===== config.mk =====
export PLATFORM = sky130hd
export DESIGN_NAME = lanc_rst_pwr
export DESIGN_NICKNAME = d
export VERILOG_FILES = /design/src/rtl/lanc_pkg.sv /design/src/rtl/lanc_pulse_class.sv /design/src/rtl/lanc_ctrl_reg.sv /design/src/rtl/lanc_clk_sel.sv /design/src/rtl/lanc_rst_pwr.sv
export SDC_FILE = /design/constraint.sdc
export NUM_CORES = 1
export LEC_CHECK = 0
export ABC_AREA = 1
export ABC_CLOCK_PERIOD_IN_PS = 1950
export CAP_MARGIN = 20
export CELL_PAD_IN_SITES_DETAIL_PLACEMENT = 2
export CELL_PAD_IN_SITES_GLOBAL_PLACEMENT = 2
export CORE_ASPECT_RATIO = 0.7
export CORE_UTILIZATION = 29
export CTS_CLUSTER_DIAMETER = 50
export DETAILED_ROUTE_END_ITERATION = 10
export PLACE_DENSITY_LB_ADDON = 0.1
export SYNTH_ARGS = -nofsm -noshare
export SYNTH_HDL_FRONTEND = slang
export SYNTH_SLANG_ARGS = --single-unit

===== constraint.sdc =====
create_clock -name clk_i -period 1.95 [get_ports clk_i]
set_input_delay 0.39 -clock clk_i [delete_from_list [all_inputs] [get_ports clk_i]]
set_output_delay 0.39 -clock clk_i [all_outputs]
set_load 0.01 [all_outputs]

===== src/rtl/lanc_pkg.sv =====
package lanc_pkg;
  localparam int REG_W       = 16;
  localparam int RST_BIT     = 15;
  localparam int LP_BIT      = 11;

  typedef struct packed {
    logic rst_busy;
    logic low_pwr;
  } ctrl_t;
endpackage


===== src/rtl/lanc_pulse_class.sv =====
module lanc_pulse_class #(
  parameter int SHORT_TICKS = 10,
  parameter int LONG_TICKS  = 25000,
  parameter int SYNC_STAGES = 2
) (
  input  logic clk_i,
  input  logic rst_ni,
  input  logic pin_i,
  output logic sync_o,
  output logic long_o
);
  localparam int CW = $clog2(LONG_TICKS + 1);
  localparam logic [CW-1:0] SHORT_C = CW'(SHORT_TICKS);
  localparam logic [CW-1:0] LONG_C  = CW'(LONG_TICKS);
  localparam logic [CW-1:0] LAST_C  = CW'(LONG_TICKS - 1);

  logic [SYNC_STAGES-1:0] sr_q;
  logic                   pin_s;
  logic [CW-1:0]          cnt_q;

  always_ff @(posedge clk_i or negedge rst_ni) begin
    if (!rst_ni) sr_q <= '0;
    else         sr_q <= {sr_q[SYNC_STAGES-2:0], pin_i};
  end
  assign pin_s = sr_q[SYNC_STAGES-1];

  // width counter saturates at LONG so a held pin fires only once
  always_ff @(posedge clk_i or negedge rst_ni) begin
    if (!rst_ni) begin
      cnt_q  <= '0;
      sync_o <= 1'b0;
      long_o <= 1'b0;
    end else begin
      sync_o <= !pin_s && (cnt_q >= SHORT_C) && (cnt_q < LONG_C);
      long_o <= pin_s && (cnt_q == LAST_C);
      if (pin_s) begin
        if (cnt_q != LONG_C) cnt_q <= cnt_q + 1'b1;
      end else begin
        cnt_q <= '0;
      end
    end
  end
endmodule


===== src/rtl/lanc_ctrl_reg.sv =====
module lanc_ctrl_reg
  import lanc_pkg::*;
#(
  parameter int RESET_HOLD = 8
) (
  input  logic             clk_i,
  input  logic             rst_ni,
  input  logic             long_i,
  input  logic             we_i,
  input  logic [REG_W-1:0] wdata_i,
  output logic [REG_W-1:0] rdata_o,
  output ctrl_t            ctrl_o
);
  localparam int HW = $clog2(RESET_HOLD + 1);
  localparam logic [HW-1:0] HOLD_C = HW'(RESET_HOLD);

  logic [HW-1:0] hold_q;
  logic          lp_q;
  logic          busy;
  logic          trig;

  assign busy = (hold_q != '0);
  assign trig = long_i || (we_i && wdata_i[RST_BIT] && !busy);

  always_ff @(posedge clk_i or negedge rst_ni) begin
    if (!rst_ni) begin
      hold_q <= '0;
      lp_q   <= 1'b0;
    end else begin
      if (trig)      hold_q <= HOLD_C;
      else if (busy) hold_q <= hold_q - 1'b1;
      // register held at default while reset runs; writes dropped
      if (trig || busy) lp_q <= 1'b0;
      else if (we_i)    lp_q <= wdata_i[LP_BIT];
    end
  end

  always_comb begin
    rdata_o         = '0;
    rdata_o[RST_BIT] = busy;
    rdata_o[LP_BIT]  = lp_q;
  end

  assign ctrl_o.rst_busy = busy;
  assign ctrl_o.low_pwr  = lp_q;
endmodule


===== src/rtl/lanc_clk_sel.sv =====
module lanc_clk_sel #(
  parameter int DIV_RATIO = 10
) (
  input  logic clk_i,
  input  logic rst_ni,
  input  logic want_fast_i,
  output logic slow_o,
  output logic mac_clk_o
);
  localparam int DW = $clog2(DIV_RATIO);
  localparam logic [DW-1:0] LAST_C = DW'(DIV_RATIO - 1);
  localparam logic [DW-1:0] HALF_C = DW'(DIV_RATIO / 2);

  logic [DW-1:0] div_q;
  logic [DW-1:0] div_n;
  logic          slow_q;
  logic          fast_q;

  assign div_n = (div_q == LAST_C) ? '0 : div_q + 1'b1;

  // free running; only the power-on reset touches it
  always_ff @(posedge clk_i or negedge rst_ni) begin
    if (!rst_ni) begin
      div_q  <= LAST_C;
      slow_q <= 1'b0;
    end else begin
      div_q  <= div_n;
      slow_q <= (div_n < HALF_C);
    end
  end

  // select changes on the falling edge at the end of the slow low phase
  always_ff @(negedge clk_i or negedge rst_ni) begin
    if (!rst_ni)                fast_q <= 1'b0;
    else if (div_q == LAST_C)   fast_q <= want_fast_i;
  end

  assign slow_o    = slow_q;
  assign mac_clk_o = fast_q ? clk_i : slow_q;
endmodule


===== src/rtl/lanc_rst_pwr.sv =====
module lanc_rst_pwr
  import lanc_pkg::*;
#(
  parameter int SHORT_TICKS = 10,
  parameter int LONG_TICKS  = 25000,
  parameter int SYNC_STAGES = 2,
  parameter int RESET_HOLD  = 8,
  parameter int DIV_RATIO   = 10
) (
  input  logic        clk_i,
  input  logic        rst_ni,
  input  logic        pin_rs_i,
  input  logic        pwr_down_i,
  input  logic        speed_100_i,
  input  logic        reg_we_i,
  input  logic [15:0] reg_wdata_i,
  output logic [15:0] reg_rdata_o,
  output logic        sync_evt_o,
  output logic        core_reset_o,
  output logic        low_power_o,
  output logic        mac_clk_o
);
  logic  long_hit;
  logic  slow_clk;
  ctrl_t ctrl;

  lanc_pulse_class #(
    .SHORT_TICKS(SHORT_TICKS),
    .LONG_TICKS (LONG_TICKS),
    .SYNC_STAGES(SYNC_STAGES)
  ) u_class (
    .clk_i (clk_i),
    .rst_ni(rst_ni),
    .pin_i (pin_rs_i),
    .sync_o(sync_evt_o),
    .long_o(long_hit)
  );

  lanc_ctrl_reg #(
    .RESET_HOLD(RESET_HOLD)
  ) u_reg (
    .clk_i  (clk_i),
    .rst_ni (rst_ni),
    .long_i (long_hit),
    .we_i   (reg_we_i),
    .wdata_i(reg_wdata_i),
    .rdata_o(reg_rdata_o),
    .ctrl_o (ctrl)
  );

  assign core_reset_o = ctrl.rst_busy;
  assign low_power_o  = ctrl.low_pwr | pwr_down_i;

  lanc_clk_sel #(
    .DIV_RATIO(DIV_RATIO)
  ) u_clk (
    .clk_i      (clk_i),
    .rst_ni     (rst_ni),
    .want_fast_i(speed_100_i && !low_power_o),
    .slow_o     (slow_clk),
    .mac_clk_o  (mac_clk_o)
  );
endmodule


Word-level counts from Yosys, hierarchy flattened
Index checks and enable logic that the tools add are counted.

word-level totals
  register bits = 30
  input bits = 22
  output and inout bits = 20
  logic and storage cells = 42

operators by class
  add/sub/neg operators = 3
  $lt $le $gt $ge = 3
  eq/ne operators = 4
  multiplexer cells = 8
  bitwise logic cells = 1
  reduce and logical (&&, ||, !) cells = 14

operator list
  kind                                                                 count
  2-to-1 mux 15 bit                                                    2
  adder 15 x 1 -> 15 bit (second input constant)                       1
  == test 15 bit (second input constant)                               1
  greater-or-equal comparator 15 x 4 -> 1 bit (second input constant)  1
  less-than comparator 15 bit (second input constant)                  1
  != test 15 bit (second input constant)                               1
  2-to-1 mux 4 bit                                                     3
  logical AND 1 bit                                                    6
  adder 4 x 1 -> 4 bit (second input constant)                         1
  == test 4 bit (second input constant)                                1
  less-than comparator 4 x 3 -> 1 bit (second input constant)          1
  nonzero test 2 bit                                                   2
  nonzero test 4 bit                                                   1
  subtractor 4 x 1 -> 4 bit (second input constant)                    1
  logical NOT 1 bit                                                    3
  2-to-1 mux 1 bit                                                     3
  logical OR 1 bit                                                     2
  != test 2 bit (second input constant)                                1
  OR 1 bit                                                             1

Logic depth before layout (Yosys ltp)
  word-level depth = 6
  gate-level depth with buffers = 7
  gate-level depth less buffers = 7

Hierarchy
A second synthesis with hierarchy kept.

unflattened totals
  cell total of the unflattened synthesis = 261
  area total of the unflattened synthesis = 1,853.0 µm²

modules (own cells, without submodules)
  module            instances  cells an instance  area an instance (µm²)  seq. area each (µm²)
  lanc_pulse_class  1          164                1,098.6                 475.5
  lanc_ctrl_reg     1          60                 457.9                   125.1
  lanc_clk_sel      1          32                 272.8                   152.6
  lanc_rst_pwr      1          5                  23.8                    0.0

==> impl_results.md <==
- Hold path cells: 0
- Warnings from Yosys: 0
- Max-cap violations: 0
- Setup TNS: -0.6737 ns
- Tot Pwr: 1.758 mW
- Endpoints failing setup: 1
- TritonCTS clock tree: built
- Initial antenna violation count: 0
- Avg Inst Size Synth: 7.551 um2
- Reg2reg start: u_clk.div_q[3]
- EDFF count, synth: 0
- Dpl cell area: 1886 um2
- Pleak: 1.001 nW
- Hold wc startpoint: u_class.sr_q[0]
- Syn Std Cell Area: 1714 um2
- Slew Limit Fails: 0
- Layout cells sized above 1: 10.40%
- Fraction of registers with async set/reset: 100.0%
- Vias in the first global route: 1,460
- Hold Violations, Final: 0
- Peak supply drop: 0.2505 mV
- Antenna fix cells: 0
- #FFs+latches synth: 30
- Commonest non-fill, non-tap cell in the layout: nand2_1
- Yosys cell types: 29
- Area contributors post-synth: dfrtp_1, nand2_1, nor2_1
- Num ports: 42
- Crit. Startpoint: u_clk.fast_q
- IO Port Bufs: 13
- Pwr/cell area: 875.0 nW/um2
- Initial Util: 30.08%
- GRT Overall Usage: 16.36%
- FP Rows: 23
- Worst r2r path cells: 3
- Die height: 66.33 um
- CP peak stage delay: 0.42 ns
- Crit Path Class: reg -> out
- Pin count of the biggest net entering global routing: 30
- Cells after Synth: 227
- Vias per cell: 4.514
- Critical Path, Cell by Cell: mux2_4, buf_6
- Core area: 5698 um2
- CP top delay family: flip-flops
- CP startpoint kind: register
- Worst-path clk slew: 0.07 ns
- Post-CTS setup buffer count: 0
- Die Area: 6227 um2
- Synthesis-to-finish area growth: 17.23%
- RSZ-0062 raised after global routing: yes
- Gp weighted congestion: 0.7253
- Outcome: finished with violations
- DRT Pass-1 Iters: 7
- Fin area: 2009 um2
- Clock Latency Late Sink: 0.41 ns
- Post-synth top area share: 39.42%
- Layout Skew: 0.02117 ns
- Reg2reg end: u_clk.fast_q
- Seq/Total Area, Yosys: 43.94%
- Worst Path Max Fanout: 2
- Final WS setup: -0.6737 ns
- Worst Path Buf+Inv: 1
- Hold Crit Class: reg -> reg
- WL final: 4.524 mm
- First-pass GRT wire length: 7.431 mm
- Fin nets: 275
- CP endpoint kind: primary output
- Synth Flop Type: dfrtp_1
- Hold EP: u_class.sr_q[1]
- Hold_ws: 0.3559 ns
- Routed Antenna Nets: 0
- Failing checks: design-rule violations, negative setup slack
- Slowest CP cell: dfrtn_1
- Hold buffer count at CTS: 0
- Commonest cells after routing, fill and taps aside: nand2_1, nor2_1, inv_1, dfrtp_1, nand3_1
- Synth area leader: dfrtp_1
- Total placed cells including tap cells: 314
- Initial DRC Count: 27
- # DRC: 2
- Grt ovf: 0
- Die Wd: 93.89 um
- Reg2Reg Setup Slack: 0.06 ns
- Critical path required time: 1.56 ns
- WL/cell: 13.92 um
- DP HPWL: 3.347 mm
- CP Data Arrival Time: 2.23 ns
- Post-Layout Cell Count: 325
- Vias: 1,467
[final cells by class]
type | instances | area (um2)
fill | 682 | 3689
multi-input combinational | 163 | 769.5
sequential | 30 | 753.2
timing repair buffer | 16 | 140.1
clock buffer | 11 | 138.9
inverter | 29 | 108.9
tap | 75 | 93.84
clock inverter | 1 | 5.005
[worst max-delay path by stage]
| stage | end | cells after the start |
|---|---|---|
| 2_1_floorplan | mac_clk_o | 1 |
| 3_3_place_gp | mac_clk_o | 2 |
| 3_5_place_dp | mac_clk_o | 2 |
| 4_1_cts | mac_clk_o | 2 |
| 5_1_grt | mac_clk_o | 2 |
| 6_report | mac_clk_o | 2 |
[routing by layer]
metal  vias up  GRT usage, %  part of all wire [%]
met3         7         5.172                   2.6
met4         0         6.538                   1.3
met5         -             0                     0
met1       716         24.56                    59
met2        22         20.80                    38
li1        722             -                     -
[registers in the layout (all words and copies together) (netlist names)]
signal	cells
u_clk.fast_q	1
u_clk.slow_o	1
u_class.sync_o	1
u_clk.div_q	4
u_reg.lp_q	1
u_class.cnt_q	15
u_class.long_o	1
u_class.sr_q	2
u_reg.hold_q	4
[logic make-up after synthesis]
family	after synthesis	synth area share, %
compound gates	20	6.277
xor+xnor	2	1.022
fa+ha+maj	4	2.920
buf+inv	47	14.23
flops	30	43.94
mux	1	0.6569
other cells	1	0.2188
simple gates	122	30.73
[Yosys cell counts (all sizes together) (2+ instances only)]
cell / number
nand2: 48
nand3b: 2
o21ai: 6
dfrtp: 27
nor3: 4
nor2: 45
ha: 4
inv: 29
nand4: 5
dfstp: 2
a21oi: 11
nand3: 16
o21a: 2
buf: 17
[metrics by stage]
step	setup slack [ns]	util [%]
after floorplan	-0.1304	-
after global placement	-0.5788	33.09
after detailed placement	-0.5890	33.09
after CTS	-0.6931	35.40
after global routing	-0.7088	35.27
final	-0.6737	35.27
[where the power goes]
group          switching (mW)  internal (mW)
logic                   0.188          0.134
registers              0.0395          0.680
clock network           0.283          0.434
total                   0.511           1.25
[repair_timing]
item	CTS	global route
setup endpoints to repair	3	4
endpoints found under the hold margin	0	0
pin swaps	0	1
resized for setup	7	6
(Power assumes the default switching activity.)
